===== src/rtl/vbflash_pkg.sv =====
package vbflash_pkg;

  typedef enum logic [1:0] {
    SYM_NONE = 2'd0,
    SYM_SEP  = 2'd1,
    SYM_ONE  = 2'd2,
    SYM_ZERO = 2'd3
  } sym_e;

  localparam logic [23:0] RGB_SEP  = 24'h0000FF;
  localparam logic [23:0] RGB_ONE  = 24'hFFFFFF;
  localparam logic [23:0] RGB_ZERO = 24'h000000;
  localparam logic [23:0] RGB_OFF  = 24'h000000;

  function automatic logic [23:0] sym_colour(input sym_e s);
    case (s)
      SYM_SEP:  return RGB_SEP;
      SYM_ONE:  return RGB_ONE;
      SYM_ZERO: return RGB_ZERO;
      default:  return RGB_OFF;
    endcase
  endfunction

endpackage


===== src/rtl/vbflash_edge.sv =====
module vbflash_edge (
  input  logic clk,
  input  logic rst_n,
  input  logic level,
  output logic rise
);
  logic level_q;

  always_ff @(posedge clk) begin
    if (!rst_n) level_q <= 1'b0;
    else        level_q <= level;
  end

  assign rise = level & ~level_q;
endmodule


===== src/rtl/vbflash_hold.sv =====
module vbflash_hold #(
  parameter int HOLD = 20
) (
  input  logic clk,
  input  logic rst_n,
  input  logic clear,
  input  logic tick,
  output logic expire
);
  localparam int CW = (HOLD > 1) ? $clog2(HOLD) : 1;
  localparam logic [CW-1:0] LAST = CW'(HOLD - 1);

  logic [CW-1:0] cnt;

  assign expire = tick && (cnt == LAST);

  always_ff @(posedge clk) begin
    if (!rst_n || clear)  cnt <= '0;
    else if (expire)      cnt <= '0;
    else if (tick)        cnt <= cnt + 1'b1;
  end
endmodule


===== src/rtl/vbflash_seq.sv =====
module vbflash_seq
  import vbflash_pkg::*;
#(
  parameter int W = 16
) (
  input  logic         clk,
  input  logic         rst_n,
  input  logic         accept,
  input  logic [W-1:0] word,
  input  logic         step,
  output logic         busy,
  output sym_e         sym
);
  localparam int NSYM = 2 * W + 1;
  localparam int IW   = $clog2(NSYM + 1);
  localparam logic [IW-1:0] LAST_IDX = IW'(NSYM - 1);

  logic [W-1:0]  shreg;
  logic [IW-1:0] idx;
  logic          on_data;

  assign on_data = idx[0];

  always_ff @(posedge clk) begin
    if (!rst_n) begin
      busy  <= 1'b0;
      shreg <= '0;
      idx   <= '0;
    end else if (accept) begin
      busy  <= 1'b1;
      shreg <= word;
      idx   <= '0;
    end else if (busy && step) begin
      if (idx == LAST_IDX) begin
        busy <= 1'b0;
        idx  <= '0;
      end else begin
        idx <= idx + 1'b1;
        if (on_data) shreg <= {shreg[W-2:0], 1'b0};
      end
    end
  end

  always_comb begin
    if (!busy)        sym = SYM_NONE;
    else if (on_data) sym = shreg[W-1] ? SYM_ONE : SYM_ZERO;
    else              sym = SYM_SEP;
  end
endmodule


===== src/rtl/vbflash_top.sv =====
module vbflash_top
  import vbflash_pkg::*;
#(
  parameter int W    = 16,
  parameter int HOLD = 20
) (
  input  logic         clk,
  input  logic         rst_n,
  input  logic         vblank,
  input  logic         word_valid,
  output logic         word_ready,
  input  logic [W-1:0] word_data,
  output logic [23:0]  override_rgb,
  output logic         override_en,
  output logic         busy
);
  logic vb_rise;
  logic accept;
  logic expire;
  logic seq_busy;
  sym_e sym;

  assign word_ready = ~seq_busy;
  assign accept     = word_valid & ~seq_busy;

  vbflash_edge u_edge (
    .clk   (clk),
    .rst_n (rst_n),
    .level (vblank),
    .rise  (vb_rise)
  );

  vbflash_hold #(.HOLD(HOLD)) u_hold (
    .clk    (clk),
    .rst_n  (rst_n),
    .clear  (accept),
    .tick   (vb_rise & seq_busy),
    .expire (expire)
  );

  vbflash_seq #(.W(W)) u_seq (
    .clk    (clk),
    .rst_n  (rst_n),
    .accept (accept),
    .word   (word_data),
    .step   (expire),
    .busy   (seq_busy),
    .sym    (sym)
  );

  assign busy         = seq_busy;
  assign override_en  = (sym != SYM_NONE);
  assign override_rgb = sym_colour(sym);
endmodule


===== config.mk =====
export PLATFORM = sky130hd
export DESIGN_NAME = vbflash_top
export DESIGN_NICKNAME = d
export VERILOG_FILES = /design/src/rtl/vbflash_pkg.sv /design/src/rtl/vbflash_edge.sv /design/src/rtl/vbflash_hold.sv /design/src/rtl/vbflash_seq.sv /design/src/rtl/vbflash_top.sv
export SDC_FILE = /design/constraint.sdc
export NUM_CORES = 1
export LEC_CHECK = 0
export BUFFER_PORTS_ARGS = -buffer_cell sky130_fd_sc_hd__buf_4
export CORE_MARGIN = 5
export CORE_UTILIZATION = 51
export DETAILED_ROUTE_END_ITERATION = 16
export PLACE_DENSITY_LB_ADDON = 0.08
export SLEW_MARGIN = 20
export SYNTH_ARGS = -nofsm -noshare
export SYNTH_HDL_FRONTEND = slang
export SYNTH_SLANG_ARGS = --single-unit

===== constraint.sdc =====
create_clock -name clk -period 2 [get_ports clk]
set_input_delay 0.4 -clock clk [delete_from_list [all_inputs] [get_ports clk]]
set_output_delay 0.4 -clock clk [all_outputs]
set_load 0.01 [all_outputs]

==> flow_summary.ini, run 1 <==
[place]
placed_area_mm2 = 0.001869
dp.cells = 253
gp_congestion = 0.7229
hpwl_um = 2308
place.port_buffers = 46
post-place-ws_ns = 0.2656

[sta]
rsz0062_at_grt = false
setup_ws_ns = 0.1097
report.final.slew_viol_count = 0
slew-limit-headroom_pct = 64.98
finalHoldViolations = 0
tns_ns = 0
post-route-period-util_pct = 94.52
whs_ns = 0.2821
fin_skew_ns = 0.002990
worst_slew_pin_slew_ns = 0.5240
setup-violations-final = 0
min_period_ns = 1.890
fmax_mhz = 529.0

[clock_network]
clk_pin_slew_worst_paths_ns = 0.09
cts_sinks = 29
cts_buffer_depth = 2
htreeDepth = 2
clkLatencyLatePin_ns = 0.33
cts_buffers = 5
ctsHoldBuffers = 0
cts_tree = yes
cts_root_buffer = clkbuf_4

[cells_and_area]
antenna_cells = 0
fillers = 264
layout-drive-gt1-share_pct = 36.11
regArea_um2 = 581.8
multi_input_area_um2 = 798.3
area_delta_synth_final_pct = 17.97
final_net_count = 241
finalNonFillerCells = 260
fin_area_mm2 = 0.001931

[yosys]
ys_warn_count = 0
synth.top_cell.area_share_pct = 35.47
yosysSeqAreaShare_pct = 35.47
async_flop_share_pct = 0
yosysUniqueCellTypes = 33
synth_edf_count = 0
syn_nets = 213
yosysTopAreaCell = dfxtp_1
netlist_instances = 188
syn_avg_cell_area_um2 = 8.705
yosys_most_used_dff = dfxtp_1
synth.area.top_cells = dfxtp_1 35%, buf_4 11%, a211oi_2 9.2%
synth_seq_cells = 29
netlist_area_mm2 = 0.001637

[grt]
grt_pass1_wl_um = 5230
grt_max_degree = 22
grt_usage_pct = 15.36
antenna_found_initial = 0
grt_pass1_vias = 1211
grt-ovfl-total = 0

[min_path]
holdCritPathClass = input pin to flop

[critical_path]
required_ns = 1.60
worst-path-buf-inv = 2
start_kind = flop
cp_top_family = adder cells
path_max_fanout = 8
crit_slowest_cell = ha_2
critPathKind = flop to output port
end_kind = output port
crit_chain = buf_4 -> nand2_1 -> nand2_1 -> ha_2 -> buf_4
arrival_ns = 1.49
slowest_delay_ns = 0.40

[pwr]
p_leak_nw = 0.8069
max-vdd-ir-drop_v = 0.0004256
p_per_area_mw_per_mm2 = 601.6

[routing]
post_drt_wl_per_cell_um = 12.47
drt_wl_total_um = 3243
drtIter0Drc = 31
post-route-drc-count = 0
vias_per_cell = 5.100
wl_met1_um = 1458
ant_nets = 0
routed-via-count = 1326
dr.pass1.iters = 4
highest_layer = met4
wl_met2_um = 1390
met3_length_um = 328

[die]
core_mm2 = 0.003078
io_pins = 47
die_h_um = 66.65
die_area_mm2 = 0.004442
dieWidth_um = 66.65
rows = 20
start_util_pct = 53.17

[outcome]
status = completed

[flow_run]
cap_violations = 0
[placed cells by master, fill, tap and decap left out, drive strengths merged, types with 2 or more instances in the layout]
cell and count:
a21oi 2, nand3 7, nor2b 2, nand2 8
o21ai 16, xor2 5, dfxtp 29, xnor2 4
buf 54, nor2 26, clkbuf 7, nor3 12
ha 5, nor4 3, nand4 2, and2 3
a211oi 15, inv 6
[worst paths after layout]
check                from  slack, ns  depth (start not counted)         endpoint
max          u_seq.idx[0]       0.11                          5  override_rgb[2]
max reg2reg  u_seq.idx[0]       0.24                          7   u_seq.shreg[0]
min                vblank       0.28                          2   u_edge.level_q
min reg2reg  u_seq.idx[1]       0.50                          2     u_seq.idx[1]
[layout make-up]
| class | instances | share of cell area [%] |
|---|---|---|
| multi-input cells | 120 | 41.35 |
| flip-flops and latches | 29 | 30.14 |
| repair buffers | 54 | 21.65 |
| clock buffers | 7 | 2.852 |
| well taps | 44 | 2.852 |
| inverters | 6 | 1.167 |
[sequential cells by signal (all words and copies together) (netlist names)]
signal	flops
u_seq.busy	1
u_hold.cnt	5
u_edge.level_q	1
u_seq.idx	6
u_seq.shreg	16
[metrics by stage]
| stage | util (%) | power, mW |
|---|---|---|
| 6_report | 62.72 | 1.161 |
| 5_1_grt | 62.72 | 1.216 |
| 4_1_cts | 62.60 | 1.169 |
| 3_5_place_dp | 60.73 | 0.8071 |
| 3_3_place_gp | 60.73 | 0.8022 |
| 2_1_floorplan | - | 0.7471 |
[logic make-up after synthesis]
family | after synthesis | synth area share, %
compound gates | 35 | 17.66
xor+xnor | 9 | 4.816
fa+ha+maj | 5 | 3.823
buf+inv | 39 | 16.05
flops | 29 | 35.47
mux | 1 | 0.6116
simple gates | 70 | 21.56
[routing by layer]
| metal | vias to the layer above | track usage (%) |
|---|---|---|
| met5 | - | 0 |
| met4 | 0 | 8.376 |
| met3 | 8 | 5.228 |
| met2 | 49 | 24.63 |
| met1 | 590 | 17.80 |
| li1 | 679 | - |
[Yosys cell counts (2+ instances only)]
library cell and count:
dfxtp_1 29, nor2_1 26, buf_4 24, o21ai_0 15, a211oi_2 12, nor3_1 12
nand2_1 8, nand3_1 7, inv_1 6, clkbuf_1 5, ha_1 5, xor2_1 5
xnor2_1 4, a211oi_1 3, and2_1 3, nor4_1 3, a21oi_1 2, buf_2 2
nand4_1 2, nor2b_1 2
[what timing repair did]
action / in CTS / in global routing
endpoints found under the setup margin: 16 / 24
gates resized for setup: 1 / 2
buffers inserted: 0 / 0
[report_power, final]
group	switching (mW)	total [mW]	internal [mW]
Clock	0.203	0.368	0.166
Combinational	0.0822	0.167	0.0848
Sequential	0.0185	0.626	0.608
Total	0.303	1.16	0.858
(Power assumes the default switching activity.)
==> run 2, diff against run 1 <==
--- a/config.mk
+++ b/config.mk
@@ -6,8 +6,10 @@
 export NUM_CORES = 1
 export LEC_CHECK = 0
 export BUFFER_PORTS_ARGS = -buffer_cell sky130_fd_sc_hd__buf_4
+export CELL_PAD_IN_SITES_DETAIL_PLACEMENT = 1
+export CELL_PAD_IN_SITES_GLOBAL_PLACEMENT = 2
 export CORE_MARGIN = 5
-export CORE_UTILIZATION = 51
+export CORE_UTILIZATION = 30
 export DETAILED_ROUTE_END_ITERATION = 16
 export PLACE_DENSITY_LB_ADDON = 0.08
 export SLEW_MARGIN = 20
==> run 2 against run 1 <==
Worst hold slack gained 0.064 ns. Power up 9.1%. Sequential power about the same. Flip-flop and latch count unchanged. Core utilization shrank 24 points. Count of clock-buffer cells in the layout up 1. Critical endpoint is now override_rgb[0]. Largest cell class unchanged.
==> flow_summary.ini, run 2 (same netlist as run 1, synthesis figures left out) <==
[outcome]
status = completed

[routing]
post-route-drc-count = 0
post_drt_wl_per_cell_um = 14.09
dr.pass1.iters = 4
ant_nets = 0
vias_per_cell = 4.779
drtIter0Drc = 41
drt_wl_total_um = 4086
routed-via-count = 1386

[cells_and_area]
antenna_cells = 0
area_delta_synth_final_pct = 22.71
mostFrequentLayoutCells = 56 x buf_4, 28 x dfxtp_1, 26 x nor2_1
finalNonFillerCells = 290
regMostFlops = u_seq.shreg
regArea_um2 = 581.8
fillers = 631
largest_register_ffs = 16
multi_input_area_um2 = 795.8
final_net_count = 244
layout-drive-gt1-share_pct = 35.91
final_common_cell = buf_4
top_regs = u_seq.shreg: 16 flops, u_seq.idx: 6 flops, u_hold.cnt: 5 flops
fin_area_mm2 = 0.002008

[critical_path]
start_kind = flop
required_ns = 1.60
rr_endpoint = u_seq.shreg[9]
cp_top_family = adder cells
critPathKind = flop to output port
end_kind = output port
reg2reg_depth = 7
slowest_delay_ns = 0.42
crit_cells = 5
r2r_start = u_seq.idx[0]
arrival_ns = 1.46
crit_slowest_cell = ha_1
crit_chain = buf_4 -> nand2_1 -> nand2_1 -> ha_1 -> buf_4
worst-path-buf-inv = 2
path_max_fanout = 8
reg2reg_setup_slack_ns = 0.27

[grt]
grt_pass1_wl_um = 6962
grt_pass1_vias = 1483
grt-ovfl-total = 0
grt_usage_pct = 12.08
grt_max_degree = 22
antenna_found_initial = 0

[min_path]
holdCritPathClass = input pin to flop
hold_path_depth = 2
min_from = vblank
hold_path_end = u_edge.level_q

[die]
die_area_mm2 = 0.007033
die_h_um = 83.86
rows = 26
core_mm2 = 0.005205
start_util_pct = 31.44
dieWidth_um = 83.86
io_pins = 47

[clock_network]
clk_pin_slew_worst_paths_ns = 0.06
htreeDepth = 2
cts_buffer_depth = 2
cts_root_buffer = clkbuf_8
cts_sinks = 29
cts_tree = yes
clkLatencyLatePin_ns = 0.27
cts_buffers = 5

[sta]
post-route-period-util_pct = 93.12
report.final.slew_viol_count = 0
min_period_ns = 1.862
tns_ns = 0
worst_slew_pin_slew_ns = 0.3049
fmax_mhz = 536.9
slew-limit-headroom_pct = 79.49
fin_skew_ns = 0.002484
rsz0062_at_grt = false
setup-violations-final = 0
whs_ns = 0.3464
finalHoldViolations = 0

[pwr]
p_per_area_mw_per_mm2 = 630.9
max-vdd-ir-drop_v = 0.0002633
p_leak_nw = 0.8298
power_mw = 1.267

[place]
dp.cells = 282
hpwl_um = 3080
placed_area_mm2 = 0.001924
place.port_buffers = 46
gp_congestion = 0.8035

[flow_run]
cap_violations = 0
[run 2: power by group]
group / leakage, nW / switching, mW / total (mW) / internal (mW)
clock: 0.0395 / 0.215 / 0.462 / 0.247
combinational: 0.552 / 0.0879 / 0.176 / 0.0884
sequential: 0.238 / 0.0202 / 0.629 / 0.609
total: 0.830 / 0.323 / 1.27 / 0.944
[run 2: worst max-delay path by stage]
stage	startpoint	slack, ns	end
floorplan	u_seq.idx[0]	0.20	u_seq.shreg[1]
global placement	u_seq.busy	0.33	override_rgb[12]
detailed placement	u_seq.busy	0.24	override_rgb[15]
CTS	u_seq.busy	0.03	override_rgb[0]
global route	u_seq.idx[0]	0.03	override_rgb[0]
finish	u_seq.idx[0]	0.14	override_rgb[0]
[run 2: cell type report]
| cell class | count | share of cell area (%) |
|---|---|---|
| timing repair buffer | 57 | 21.93 |
| tap | 70 | 4.361 |
| sequential | 29 | 28.97 |
| multi-input combinational | 120 | 39.63 |
| clock buffer | 8 | 3.988 |
| inverter | 6 | 1.121 |
[run 2: through the flow]
| step | setup slack [ns] | util [%] |
|---|---|---|
| 2_1_floorplan | 0.1958 | - |
| 3_3_place_gp | 0.3288 | 36.97 |
| 3_5_place_dp | 0.2433 | 36.97 |
| 4_1_cts | 0.03363 | 38.56 |
| 5_1_grt | 0.03266 | 38.58 |
| 6_report | 0.1375 | 38.58 |
[run 2: worst register-to-register path, delay by kind of cell, from the launching register on]
family / cells / cell delay, ns
and+or+nand+nor: 2 / 0.65
DFF: 1 / 0.31
buffers and inverters: 2 / 0.25
AOI/OAI and AO/OA: 2 / 0.24
adders and majority gates: 1 / 0.15
[run 2: per-layer routing]
layer / up-vias / GRT usage (%) / share of wire (%) / routed length (µm)
met5: - / 0 / 0 / 0
met4: 0 / 4.386 / 1.3 / 52
met3: 5 / 4.146 / 7.4 / 301
met2: 48 / 20.54 / 47 / 1915
met1: 650 / 13.98 / 44 / 1817
li1: 683 / - / - / -
[run 2: timing repair]
item	4_1_cts	5_1_grt
setup buffers	0	0
resized for setup	1	1
hold buffers	0	0
endpoints found under the setup margin	16	24
